$ cat src/rtl/audStreamPkg.sv
package audStreamPkg;
  localparam int WORD_W     = 32;
  localparam int ADDR_W     = 32;
  localparam int LEN_W      = 16;
  localparam int UNIT_SHIFT = 6;                       // one length unit = 64 bits
  localparam int BIT_IDX_W  = $clog2(WORD_W);
  localparam int CNT_W      = LEN_W + UNIT_SHIFT;
  localparam int CNT_OUT_W  = 16;
  localparam int IDX_W      = LEN_W + UNIT_SHIFT - BIT_IDX_W;

  // control register bit positions
  localparam int CB_OUT_EN  = 2;
  localparam int CB_PASS    = 6;
  localparam int CB_CAP     = 7;
  localparam int CB_PLAY    = 8;
  localparam int CB_RATE_LO = 9;
  localparam int CB_RATE_HI = 11;

  // register slots (byte address bits 4:2)
  localparam logic [2:0] SLOT_CTRL    = 3'd0;
  localparam logic [2:0] SLOT_SRC     = 3'd1;
  localparam logic [2:0] SLOT_LEFT    = 3'd3;
  localparam logic [2:0] SLOT_INBASE  = 3'd4;
  localparam logic [2:0] SLOT_OUTBASE = 3'd5;
  localparam logic [2:0] SLOT_LEN     = 3'd6;

  typedef struct packed {
    logic             run;
    logic             tick;
    logic             wordStart;
    logic             wordEnd;
    logic             capOn;
    logic             passOn;
    logic             playOn;
    logic             outEnable;
    logic [IDX_W-1:0] wordIdx;
  } dmaStb_t;
endpackage

$ cat src/rtl/audStreamCtl.sv
module audStreamCtl
  import audStreamPkg::*;
#(
  parameter int REG_AW   = 9,
  parameter int DIV_FAST = 2604,
  parameter int DIV_MID  = 5208,
  parameter int DIV_SLOW = 5669
) (
  input  logic              clk,
  input  logic              rstN,
  input  logic              regWrEn,
  input  logic [REG_AW-1:0] regAddr,
  input  logic [31:0]       regWrData,
  output logic [31:0]       regRdData,
  output logic [ADDR_W-1:0] inBase,
  output logic [ADDR_W-1:0] outBase,
  output dmaStb_t           stb
);
  localparam int DIV_MAX = (DIV_FAST > DIV_MID) ? ((DIV_FAST > DIV_SLOW) ? DIV_FAST : DIV_SLOW)
                                                : ((DIV_MID > DIV_SLOW) ? DIV_MID : DIV_SLOW);
  localparam int DIV_W = $clog2(DIV_MAX + 1);

  logic [15:0]          ctrlReg;
  logic [3:0]           volReg, selReg;
  logic [LEN_W-1:0]     lenReg;
  logic [DIV_W-1:0]     divCnt, divLimit;
  logic [CNT_W-1:0]     bitsLeft, reload;
  logic [BIT_IDX_W-1:0] bitIdx;
  logic [IDX_W-1:0]     wordIdx, effIdx;
  logic                 run, tick, bufStart;
  logic [2:0]           slot;
  logic                 unusedAddrBits;

  assign slot           = regAddr[4:2];
  assign unusedAddrBits = ^{regAddr[REG_AW-1:5], regAddr[1:0]};

  always_comb begin
    case ({ctrlReg[CB_RATE_HI], ctrlReg[CB_RATE_LO]})
      2'b01:   divLimit = DIV_W'(DIV_MID - 1);
      2'b00:   divLimit = DIV_W'(DIV_SLOW - 1);
      default: divLimit = DIV_W'(DIV_FAST - 1);
    endcase
  end

  assign run      = (ctrlReg[CB_CAP] | ctrlReg[CB_PLAY]) && (lenReg != '0);
  assign tick     = run && (divCnt >= divLimit);
  assign bufStart = (bitsLeft == '0);
  assign effIdx   = bufStart ? '0 : wordIdx;
  assign reload   = CNT_W'(lenReg) << UNIT_SHIFT;

  // software-visible registers
  always_ff @(posedge clk) begin
    if (!rstN) begin
      ctrlReg <= '0;
      volReg  <= '0;
      selReg  <= 4'd3;
      lenReg  <= '0;
      inBase  <= '0;
      outBase <= '0;
    end else if (regWrEn) begin
      case (slot)
        SLOT_CTRL:    ctrlReg <= regWrData[15:0];
        SLOT_SRC: begin
          volReg <= regWrData[15:12];
          if (regWrData[23:20] == 4'd3 || regWrData[23:20] == 4'd4) selReg <= regWrData[23:20];
        end
        SLOT_INBASE:  inBase  <= regWrData;
        SLOT_OUTBASE: outBase <= regWrData;
        SLOT_LEN:     lenReg  <= regWrData[LEN_W-1:0];
        default: ;
      endcase
    end
  end

  // bit-slot timing and buffer position
  always_ff @(posedge clk) begin
    if (!rstN || !run) begin
      divCnt   <= '0;
      bitsLeft <= '0;
      bitIdx   <= '0;
      wordIdx  <= '0;
    end else begin
      divCnt <= tick ? '0 : divCnt + 1'b1;
      if (tick) begin
        bitsLeft <= (bufStart ? reload : bitsLeft) - CNT_W'(1);
        bitIdx   <= bitIdx + 1'b1;
        wordIdx  <= (bitIdx == '1) ? effIdx + 1'b1 : effIdx;
      end
    end
  end

  always_comb begin
    case (slot)
      SLOT_CTRL:    regRdData = {16'h0, ctrlReg};
      SLOT_SRC:     regRdData = {8'h0, selReg, 4'h5, volReg, 12'h0};
      SLOT_LEFT:    regRdData = 32'(bitsLeft[CNT_OUT_W-1:0]);
      SLOT_INBASE:  regRdData = inBase;
      SLOT_OUTBASE: regRdData = outBase;
      SLOT_LEN:     regRdData = 32'(lenReg);
      default:      regRdData = '0;
    endcase
  end

  assign stb.run       = run;
  assign stb.tick      = tick;
  assign stb.wordStart = (bitIdx == '0);
  assign stb.wordEnd   = (bitIdx == '1);
  assign stb.capOn     = ctrlReg[CB_CAP];
  assign stb.passOn    = ctrlReg[CB_PASS] & ctrlReg[CB_CAP];
  assign stb.playOn    = ctrlReg[CB_PLAY] & ~(ctrlReg[CB_PASS] & ctrlReg[CB_CAP]);
  assign stb.outEnable = ctrlReg[CB_OUT_EN];
  assign stb.wordIdx   = effIdx;


  tick_gap_chk: assert property (@(posedge clk) disable iff (!rstN) stb.tick |=> !stb.tick);

  src_sel_chk: assert property (@(posedge clk) disable iff (!rstN) (selReg == 4'd3 || selReg == 4'd4));

  idle_len_chk: assert property (@(posedge clk) disable iff (!rstN) (lenReg == '0) |=> (bitsLeft == '0));
endmodule

$ cat src/rtl/audStreamPath.sv
module audStreamPath
  import audStreamPkg::*;
(
  input  logic              clk,
  input  logic              rstN,
  input  dmaStb_t           stb,
  input  logic [ADDR_W-1:0] inBase,
  input  logic [ADDR_W-1:0] outBase,
  input  logic              sdIn,
  output logic              sdOut,
  output logic              memWrEn,
  output logic              memRdEn,
  output logic [ADDR_W-1:0] memAddr,
  output logic [WORD_W-1:0] memWrData,
  input  logic [WORD_W-1:0] memRdData
);
  logic [WORD_W-1:0] capShift, capWord, capNext, playShift;
  logic [IDX_W-1:0]  pendIdx;
  logic              pendIn, pendOut, capBitD, tickD, startD, sdOutReg, outBit;
  logic [ADDR_W-1:0] wrAddr, rdAddr;

  assign capNext   = {capShift[WORD_W-2:0], sdIn};
  assign wrAddr    = (pendIn ? inBase : outBase) + ADDR_W'({pendIdx, 2'b00});
  assign rdAddr    = outBase + ADDR_W'({stb.wordIdx, 2'b00});
  assign memWrEn   = stb.run && (pendIn || pendOut);
  assign memRdEn   = stb.tick && stb.wordStart && stb.playOn;
  assign memAddr   = memWrEn ? wrAddr : rdAddr;
  assign memWrData = capWord;
  assign sdOut     = sdOutReg;

  always_comb begin
    if (stb.passOn)      outBit = capBitD;
    else if (stb.playOn) outBit = startD ? memRdData[WORD_W-1] : playShift[WORD_W-1];
    else                 outBit = 1'b0;
  end

  always_ff @(posedge clk) begin
    if (!rstN || !stb.run) begin
      capShift  <= '0;
      capWord   <= '0;
      playShift <= '0;
      pendIdx   <= '0;
      pendIn    <= 1'b0;
      pendOut   <= 1'b0;
      capBitD   <= 1'b0;
      tickD     <= 1'b0;
      startD    <= 1'b0;
      sdOutReg  <= 1'b0;
    end else begin
      tickD  <= stb.tick;
      startD <= stb.tick && stb.wordStart;
      if (stb.tick) begin
        capShift <= capNext;
        capBitD  <= sdIn;
      end
      if (stb.tick && stb.wordEnd) begin
        capWord <= capNext;
        pendIn  <= stb.capOn;
        pendOut <= stb.passOn;
        pendIdx <= stb.wordIdx;
      end else if (pendIn) begin
        pendIn <= 1'b0;
      end else if (pendOut) begin
        pendOut <= 1'b0;
      end
      if (tickD) begin
        sdOutReg <= outBit & stb.outEnable;
        if (stb.playOn)
          playShift <= startD ? {memRdData[WORD_W-2:0], 1'b0} : {playShift[WORD_W-2:0], 1'b0};
      end
    end
  end


  mem_excl_chk: assert property (@(posedge clk) disable iff (!rstN) !(memWrEn && memRdEn));

  pass_noread_chk: assert property (@(posedge clk) disable iff (!rstN) stb.passOn |-> !memRdEn);

  quiet_out_chk: assert property (@(posedge clk) disable iff (!rstN) !stb.run |=> !sdOut);
endmodule

$ cat src/rtl/audStreamDma.sv
module audStreamDma
  import audStreamPkg::*;
#(
  parameter int REG_AW   = 9,
  parameter int DIV_FAST = 2604,
  parameter int DIV_MID  = 5208,
  parameter int DIV_SLOW = 5669
) (
  input  logic              clk,
  input  logic              rstN,
  input  logic              regWrEn,
  input  logic [REG_AW-1:0] regAddr,
  input  logic [31:0]       regWrData,
  output logic [31:0]       regRdData,
  output logic              memWrEn,
  output logic              memRdEn,
  output logic [31:0]       memAddr,
  output logic [31:0]       memWrData,
  input  logic [31:0]       memRdData,
  input  logic              sdIn,
  output logic              sdOut,
  output logic              frameStb
);
  dmaStb_t           stb;
  logic [ADDR_W-1:0] inBase, outBase;

  audStreamCtl #(
    .REG_AW(REG_AW), .DIV_FAST(DIV_FAST), .DIV_MID(DIV_MID), .DIV_SLOW(DIV_SLOW)
  ) uCtl (
    .clk(clk), .rstN(rstN), .regWrEn(regWrEn), .regAddr(regAddr),
    .regWrData(regWrData), .regRdData(regRdData),
    .inBase(inBase), .outBase(outBase), .stb(stb)
  );

  audStreamPath uPath (
    .clk(clk), .rstN(rstN), .stb(stb), .inBase(inBase), .outBase(outBase),
    .sdIn(sdIn), .sdOut(sdOut), .memWrEn(memWrEn), .memRdEn(memRdEn),
    .memAddr(memAddr), .memWrData(memWrData), .memRdData(memRdData)
  );

  assign frameStb = stb.tick;


  stop_chk: assert property (@(posedge clk) disable iff (!rstN)
    (regWrEn && regAddr[4:2] == SLOT_CTRL && regWrData[15:0] == 16'h0) |=> (!memWrEn && !memRdEn));
endmodule

$ cat config.mk
export PLATFORM = sky130hd
export DESIGN_NAME = audStreamDma
export DESIGN_NICKNAME = d
export VERILOG_FILES = /design/src/rtl/audStreamPkg.sv /design/src/rtl/audStreamCtl.sv /design/src/rtl/audStreamPath.sv /design/src/rtl/audStreamDma.sv
export SDC_FILE = /design/constraint.sdc
export NUM_CORES = 1
export LEC_CHECK = 0
export BUFFER_PORTS_ARGS = -buffer_cell sky130_fd_sc_hd__buf_2
export CAP_MARGIN = 20
export CORE_ASPECT_RATIO = 0.6
export CORE_MARGIN = 2
export CORE_UTILIZATION = 64
export CTS_CLUSTER_SIZE = 10
export DETAILED_ROUTE_END_ITERATION = 8
export PLACE_DENSITY = 0.95
export SLEW_MARGIN = 30
export SYNTH_ARGS = -nofsm -noshare
export SYNTH_HDL_FRONTEND = slang
export SYNTH_SLANG_ARGS = --single-unit
$ cat constraint.sdc
create_clock -name clk -period 9.6 [get_ports clk]
set_input_delay 0.48 -clock clk [delete_from_list [all_inputs] [get_ports clk]]
set_output_delay 0.48 -clock clk [all_outputs]
set_load 0.01 [all_outputs]
Word level (Yosys, flattened, before mapping) --
Index checks and enable logic that the tools add are counted.
Word-level totals: latch bits 0, ROM bits 0, bits in writable memories 0, memories 0, register bits after elaboration 279
Operators by class: add/subtract/negate cells 6, multiply operators 0, magnitude comparators 1, mux-type cells 13, equal/unequal tests 10, bitwise operators 6, reductions and logical operators 25, shifts and indexed selects 0, divide/modulo/power cells 0
Operators with widths (number):
- $pmux W32 S6 | 1
- $mux W32 | 3
- $add A32 B19 Y32 | 2
- $mux W17 | 2
- $pmux W13 S2 | 1
- $logic_not A22 Y1 | 1
- $mux W22 | 1
- $sub A22 B1 Y22 const B | 1
- $add A17 B1 Y17 const B | 1
- $reduce_bool A16 Y1 | 1
- $add A13 B1 Y13 const B | 1
- $ge A13 B13 Y1 | 1
- $reduce_and A2 Y1 | 6
- $eq A3 B3 Y1 const B | 3
- $logic_and A1 B1 Y1 | 6
- $add A5 B1 Y5 const B | 1
- $eq A5 B5 Y1 const B | 1
- $logic_not A5 Y1 | 1
- $mux W1 | 5
- $eq A4 B2 Y1 const B | 1
- $eq A4 B3 Y1 const B | 1
- $reduce_or A2 Y1 | 2
- $and A1 B1 Y1 | 3
- $eq A3 B1 Y1 const B | 1
- other kinds (10) | 14

Longest topological paths before layout --
word-level depth 7, depth in mapped cells 19

By module --
Synthesis repeated with hierarchy kept, for this count alone.
Second synthesis, totals: cell total of the unflattened synthesis 1992, area total of the unflattened synthesis 15828.9 sq um
By module, submodules not included:
- audStreamCtl | times used 1, area an instance 8649.5 sq um, cells each 1103, sequential area each 3223.1 sq um
- audStreamPath | times used 1, area an instance 7179.4 sq um, cells each 889, sequential area each 2322.2 sq um

Worst setup path before layout --
OpenSTA, ideal clock, no wires.
kind register -> output, from register uPath.pendIn, to output port memAddr[22], buffers on the path 4, arrival time 4.043 ns, required time 9.120 ns, slack 5.077 ns, cell stages (with the launch flop) 15, cells stage by stage dfxtp_1 -> clkbuf_1 -> buf_1 -> buf_1 -> clkbuf_1 -> o21ai_0 -> ha_1 -> a2111o_1 -> o2111ai_1 -> a21boi_0 -> o2111a_1 -> o21ai_0 -> xnor2_1 -> nor3_1 -> a211oi_1
Between the ends: longest elaborated chain between the ends 3, elaborated cells between the ends (all ways) 5, those cells by class add/sub: 1; mux: 2; reduce/logical: 2
Ends and longest elaborated chain:
- start: declaration | RTL line audStreamPath.sv:19 | logic pendIn, pendOut, capBitD, tickD, startD, sdOutReg, outBit;
- start signal: assignment | RTL line audStreamPath.sv:58 | pendIn <= stb.capOn;
- $mux W32 / $logic_or A1 B1 Y1 (equally long branches) | RTL line audStreamPath.sv:23, audStreamPath.sv:25
- $add A32 B19 Y32 / $logic_and A1 B1 Y1 (equally long branches) | RTL line audStreamPath.sv:23, audStreamPath.sv:25
- $mux W32 * | RTL line audStreamPath.sv:27 | assign memAddr = memWrEn ? wrAddr : rdAddr;
- end: declaration | RTL line audStreamDma.sv:17 | output logic [31:0] memAddr,
Mark *: on every way between the ends. The rest lies on a longest branch, timed or not.

Worst setup path in the final report --
from register uCtl.bitsLeft[9], to output port memAddr[22]
Between the ends: longest elaborated chain between the ends 4
Ends and longest elaborated chain:
- start: declaration | RTL line audStreamCtl.sv:27 | logic [CNT_W-1:0] bitsLeft, reload;
- start signal: assignment | RTL line audStreamCtl.sv:85 | bitsLeft <= (bufStart ? reload : bitsLeft) - CNT_W'(1);
- $logic_not A22 Y1 | RTL line audStreamCtl.sv:47 | assign bufStart = (bitsLeft == '0);
- $mux W17 | RTL line audStreamCtl.sv:48 | assign effIdx = bufStart ? '0 : wordIdx;
- $add A32 B19 Y32 | RTL line audStreamPath.sv:24 | assign rdAddr = outBase + ADDR_W'({stb.wordIdx, 2'b00});
- $mux W32 | RTL line audStreamPath.sv:27
No other way between the ends.

==> results.md <==
- Tightest Pin Transition: 0.9641 ns
- Setup TNS: 0 ns
- Fin. Hold Viols: 0
- Crit path from: uCtl.bitsLeft[9]$_SDFFE_PP0P_
- CTS root buffer: clkbuf_16
- Clock transition at path regs: 0.07 ns
- Starting density of the core: 64.66%
- Yosys top cell area share: 34.23%
- Drt drc: 0
- Via count: 16452
- Synth Register Bits: 277
- Commonest non-fill, non-tap cell in the layout: nand2_1
- Worst skew pair latency: 0.59 ns
- Hold Buf Count CTS: 0
- DR vias/cell: 6.544
- Fmax: 177.6 MHz
- Status: completed
- Max clock buf depth: 3
- Cell count after synthesis: 2123
- Final Max Slew Viols: 0
- Die Wd: 209.4 um
- Kind of critical path: flop to primary output
- Crit-path max FO: 50
- Yosys warns: 0
- DRT iter0 DRCs: 2457
- CP peak stage delay: 0.44 ns
- Arrival @ worst endpoint: 5.15 ns
- Initial antenna violation count: 2
- GR Overflow Total: 0
- Setup crit end: memAddr[22]
- Mean Syn Cell Area: 7.632 sq um
- Leading area contributor after synthesis: dfxtp_1
- Area contributors post-synth: dfxtp_1, nand2_1, a21oi_1
- Pwr Density: 132.4 nW/um^2
- All-Layer GR Usage: 38.36%
- CTS-repair resized insts: 0
- Max_slew headroom: 35.72%
- Final Setup Violations: 0
- Clock Skew: 0.02474 ns
- CP Cell Sequence: nor4_2 -> and4_1 -> buf_4 -> nand2_2 -> buf_4 -> nand2_1 -> xnor2_1 -> ha_1 -> a21o_1 -> maj3_1 -> a21oi_1 -> a221o_1 -> o2111ai_2 -> a21boi_2 -> nor2_1 -> xnor2_1 -> a211oi_1 -> buf_2
- Worst setup EP type: primary output
- CTS tree: built
- Critical path buffer and inverter count: 3
- RR Endpoint: uCtl.bitsLeft[21]$_SDFFE_PP0P_
- Routed Antenna Nets: 0
- Sequential fraction of the synthesis area: 34.23%
- Register-to-Register Path Depth: 12
- Max Cap Viol: 0
- Global-route wire length before repair: 81970 um
- Post-CTS setup buffers: 0
- Post-synth EDFFs: 0
- Critical R2R Launch: uCtl.ctrlReg[11]$_SDFFE_PN0P_
- Crit path launch type: flop
- H-tree levels: 1
- # rows: 45
- RSZ-0062 raised after global routing: no
- Top_reg_cell synth: dfxtp_1
- CP required: 9.12 ns
- Worst hold path class: primary input to flop
- I/O Buffers: 170
- Worst reg-to-reg setup slack: 5.73 ns
- Unique masters post-synth: 91
- Layout Cells excl Fill: 2514
- Leak pwr: 6.496 nW
- Routability Congestion: 0.9875
- Share of synthesized flip-flops with an asynchronous set or reset: 0%
- WL per Instance: 20.92 um
- Setup slack after layout: 3.968 ns
- Pwr Total: 2.361 mW
- DP Worst Slack: 4.696 ns
- Most frequent cells in the layout: nand2_1, dfxtp_1, a21oi_1
- Total CTS buffers: 31
- Hpwl dp: 36330 um
- Period minus WS final: 5.632 ns
- Die area: 26650 sq um
- Vias in the first global route: 15098
- Peak VDD IR: 131.6 uV
- Core area: 25060 sq um
- Final Cycle Share: 58.67%
- WHS: 0.1555 ns
- Drt pass-1 iters: 6
- Clk sinks: 277
- Fin nets: 2299
- Area growth from synthesis to layout: 10.02%
- Proportion of layout cells with a drive suffix above 1: 13.28%
- Vert. Die Dim: 127.2 um
- Syn nets: 2241
- Top-level I/O count: 177
- Synthesized cell area: 16200 sq um
- CP max stage cell: nor4_2
- WP depth: 18
- Largest net degree at the start of global routing: 107
- Cell family with most CP delay: compound AO/OA/AOI/OAI gates
- Cells after DPL: 2477
- Final wirelength: 52590 um
## worst min-delay path by stage
stage / start / endpoint / slack [ns] / cells after the start
2_1_floorplan: uCtl.selReg[3]$_SDFFE_PN0P_ / uCtl.selReg[3]$_SDFFE_PN0P_ / 0.41 / 2
3_3_place_gp: uCtl.selReg[3]$_SDFFE_PN0P_ / uCtl.selReg[3]$_SDFFE_PN0P_ / 0.42 / 2
3_5_place_dp: uCtl.selReg[3]$_SDFFE_PN0P_ / uCtl.selReg[3]$_SDFFE_PN0P_ / 0.42 / 2
4_1_cts: regWrData[31] / uCtl.inBase[31]$_SDFFE_PN0P_ / 0.16 / 3
5_1_grt: regWrData[27] / uCtl.inBase[27]$_SDFFE_PN0P_ / 0.16 / 3
6_report: regWrData[31] / uCtl.inBase[31]$_SDFFE_PN0P_ / 0.16 / 3
## sequential cells by signal, indices dropped and copies added, names as in the netlist
name             count
uCtl.bitsLeft       22
uPath.pendOut        1
uPath.startD         1
uCtl.outBase        32
uCtl.volReg          4
uPath.memWrData     32
uCtl.ctrlReg        16
uCtl.selReg          4
uCtl.wordIdx        17
uCtl.inBase         32
uPath.playShift     31
uPath.tickD          1
uCtl.divCnt         13
uCtl.bitIdx          5
uCtl.lenReg         16
uPath.capShift      31
uPath.sdOut          1
uPath.pendIn         1
uPath.pendIdx       17
## power breakdown
group	switching, mW	internal (mW)
sequential	0.0179	1.16
combinational	0.0914	0.0557
clock	0.460	0.577
## cells in the mapped netlist, types with 22 or more instances
cell	instances
nand2_1	453
dfxtp_1	277
a21oi_1	195
nor2_1	175
clkbuf_1	136
a21boi_0	98
o21ai_0	81
mux2i_1	78
nand3_1	55
xnor2_1	55
a211oi_1	54
ha_1	40
xor2_1	32
inv_1	31
and3_1	27
nor3_1	25
a22oi_1	22
## final cells by class
cell class	count	area, sq um
multi-input cells	1652	9943
fillers	1884	7229
flip-flops and latches	277	5550
repair buffers	186	974.7
clock buffers	34	797.0
well taps	329	411.6
inverters	33	123.9
clock inverters	1	20.02
diodes	2	5.005
## logic make-up (layout without fill, tap and decap cells)
logic type	count (synthesis)	after routing	synth area share (%)
AND/OR/NAND/NOR	845	845	23.21
other	0	2	0
multiplexers	102	102	6.556
flip-flops	277	277	34.23
buffers and inverters	194	254	4.695
XOR/XNOR	87	87	4.703
AO/OA/AOI/OAI	572	572	23.09
adder cells (fa/ha/maj)	46	46	3.522
## stage by stage
step	area, sq um	util [%]
after CTS	17810	71.08
final	17830	71.15
after floorplan	16200	-
after global placement	16980	67.78
after global routing	17820	71.14
after detailed placement	16990	67.82
## worst register-to-register path: stages (launching register included)
cell,delay (ns)
dfxtp_1,0.42
or2_2,0.34
ha_1,0.28
inv_1,0.04
o31ai_1,0.19
a21oi_1,0.10
o21ai_0,0.23
a211oi_1,0.16
o31ai_4,0.72
buf_4,0.61
and2_1,0.36
a31oi_1,0.12
a311oi_1,0.20
## metal layers
layer / vias to the layer above / part of all wire (%) / global-route usage (%)
met1: 7735 / 42 / 54.96
met5: - / 0.025 / 0
met4: 2 / 2.1 / 9.370
met2: 1053 / 41 / 54.04
met3: 132 / 15 / 14.58
li1: 7530 / - / -
Power figures use the tool's default switching activity.
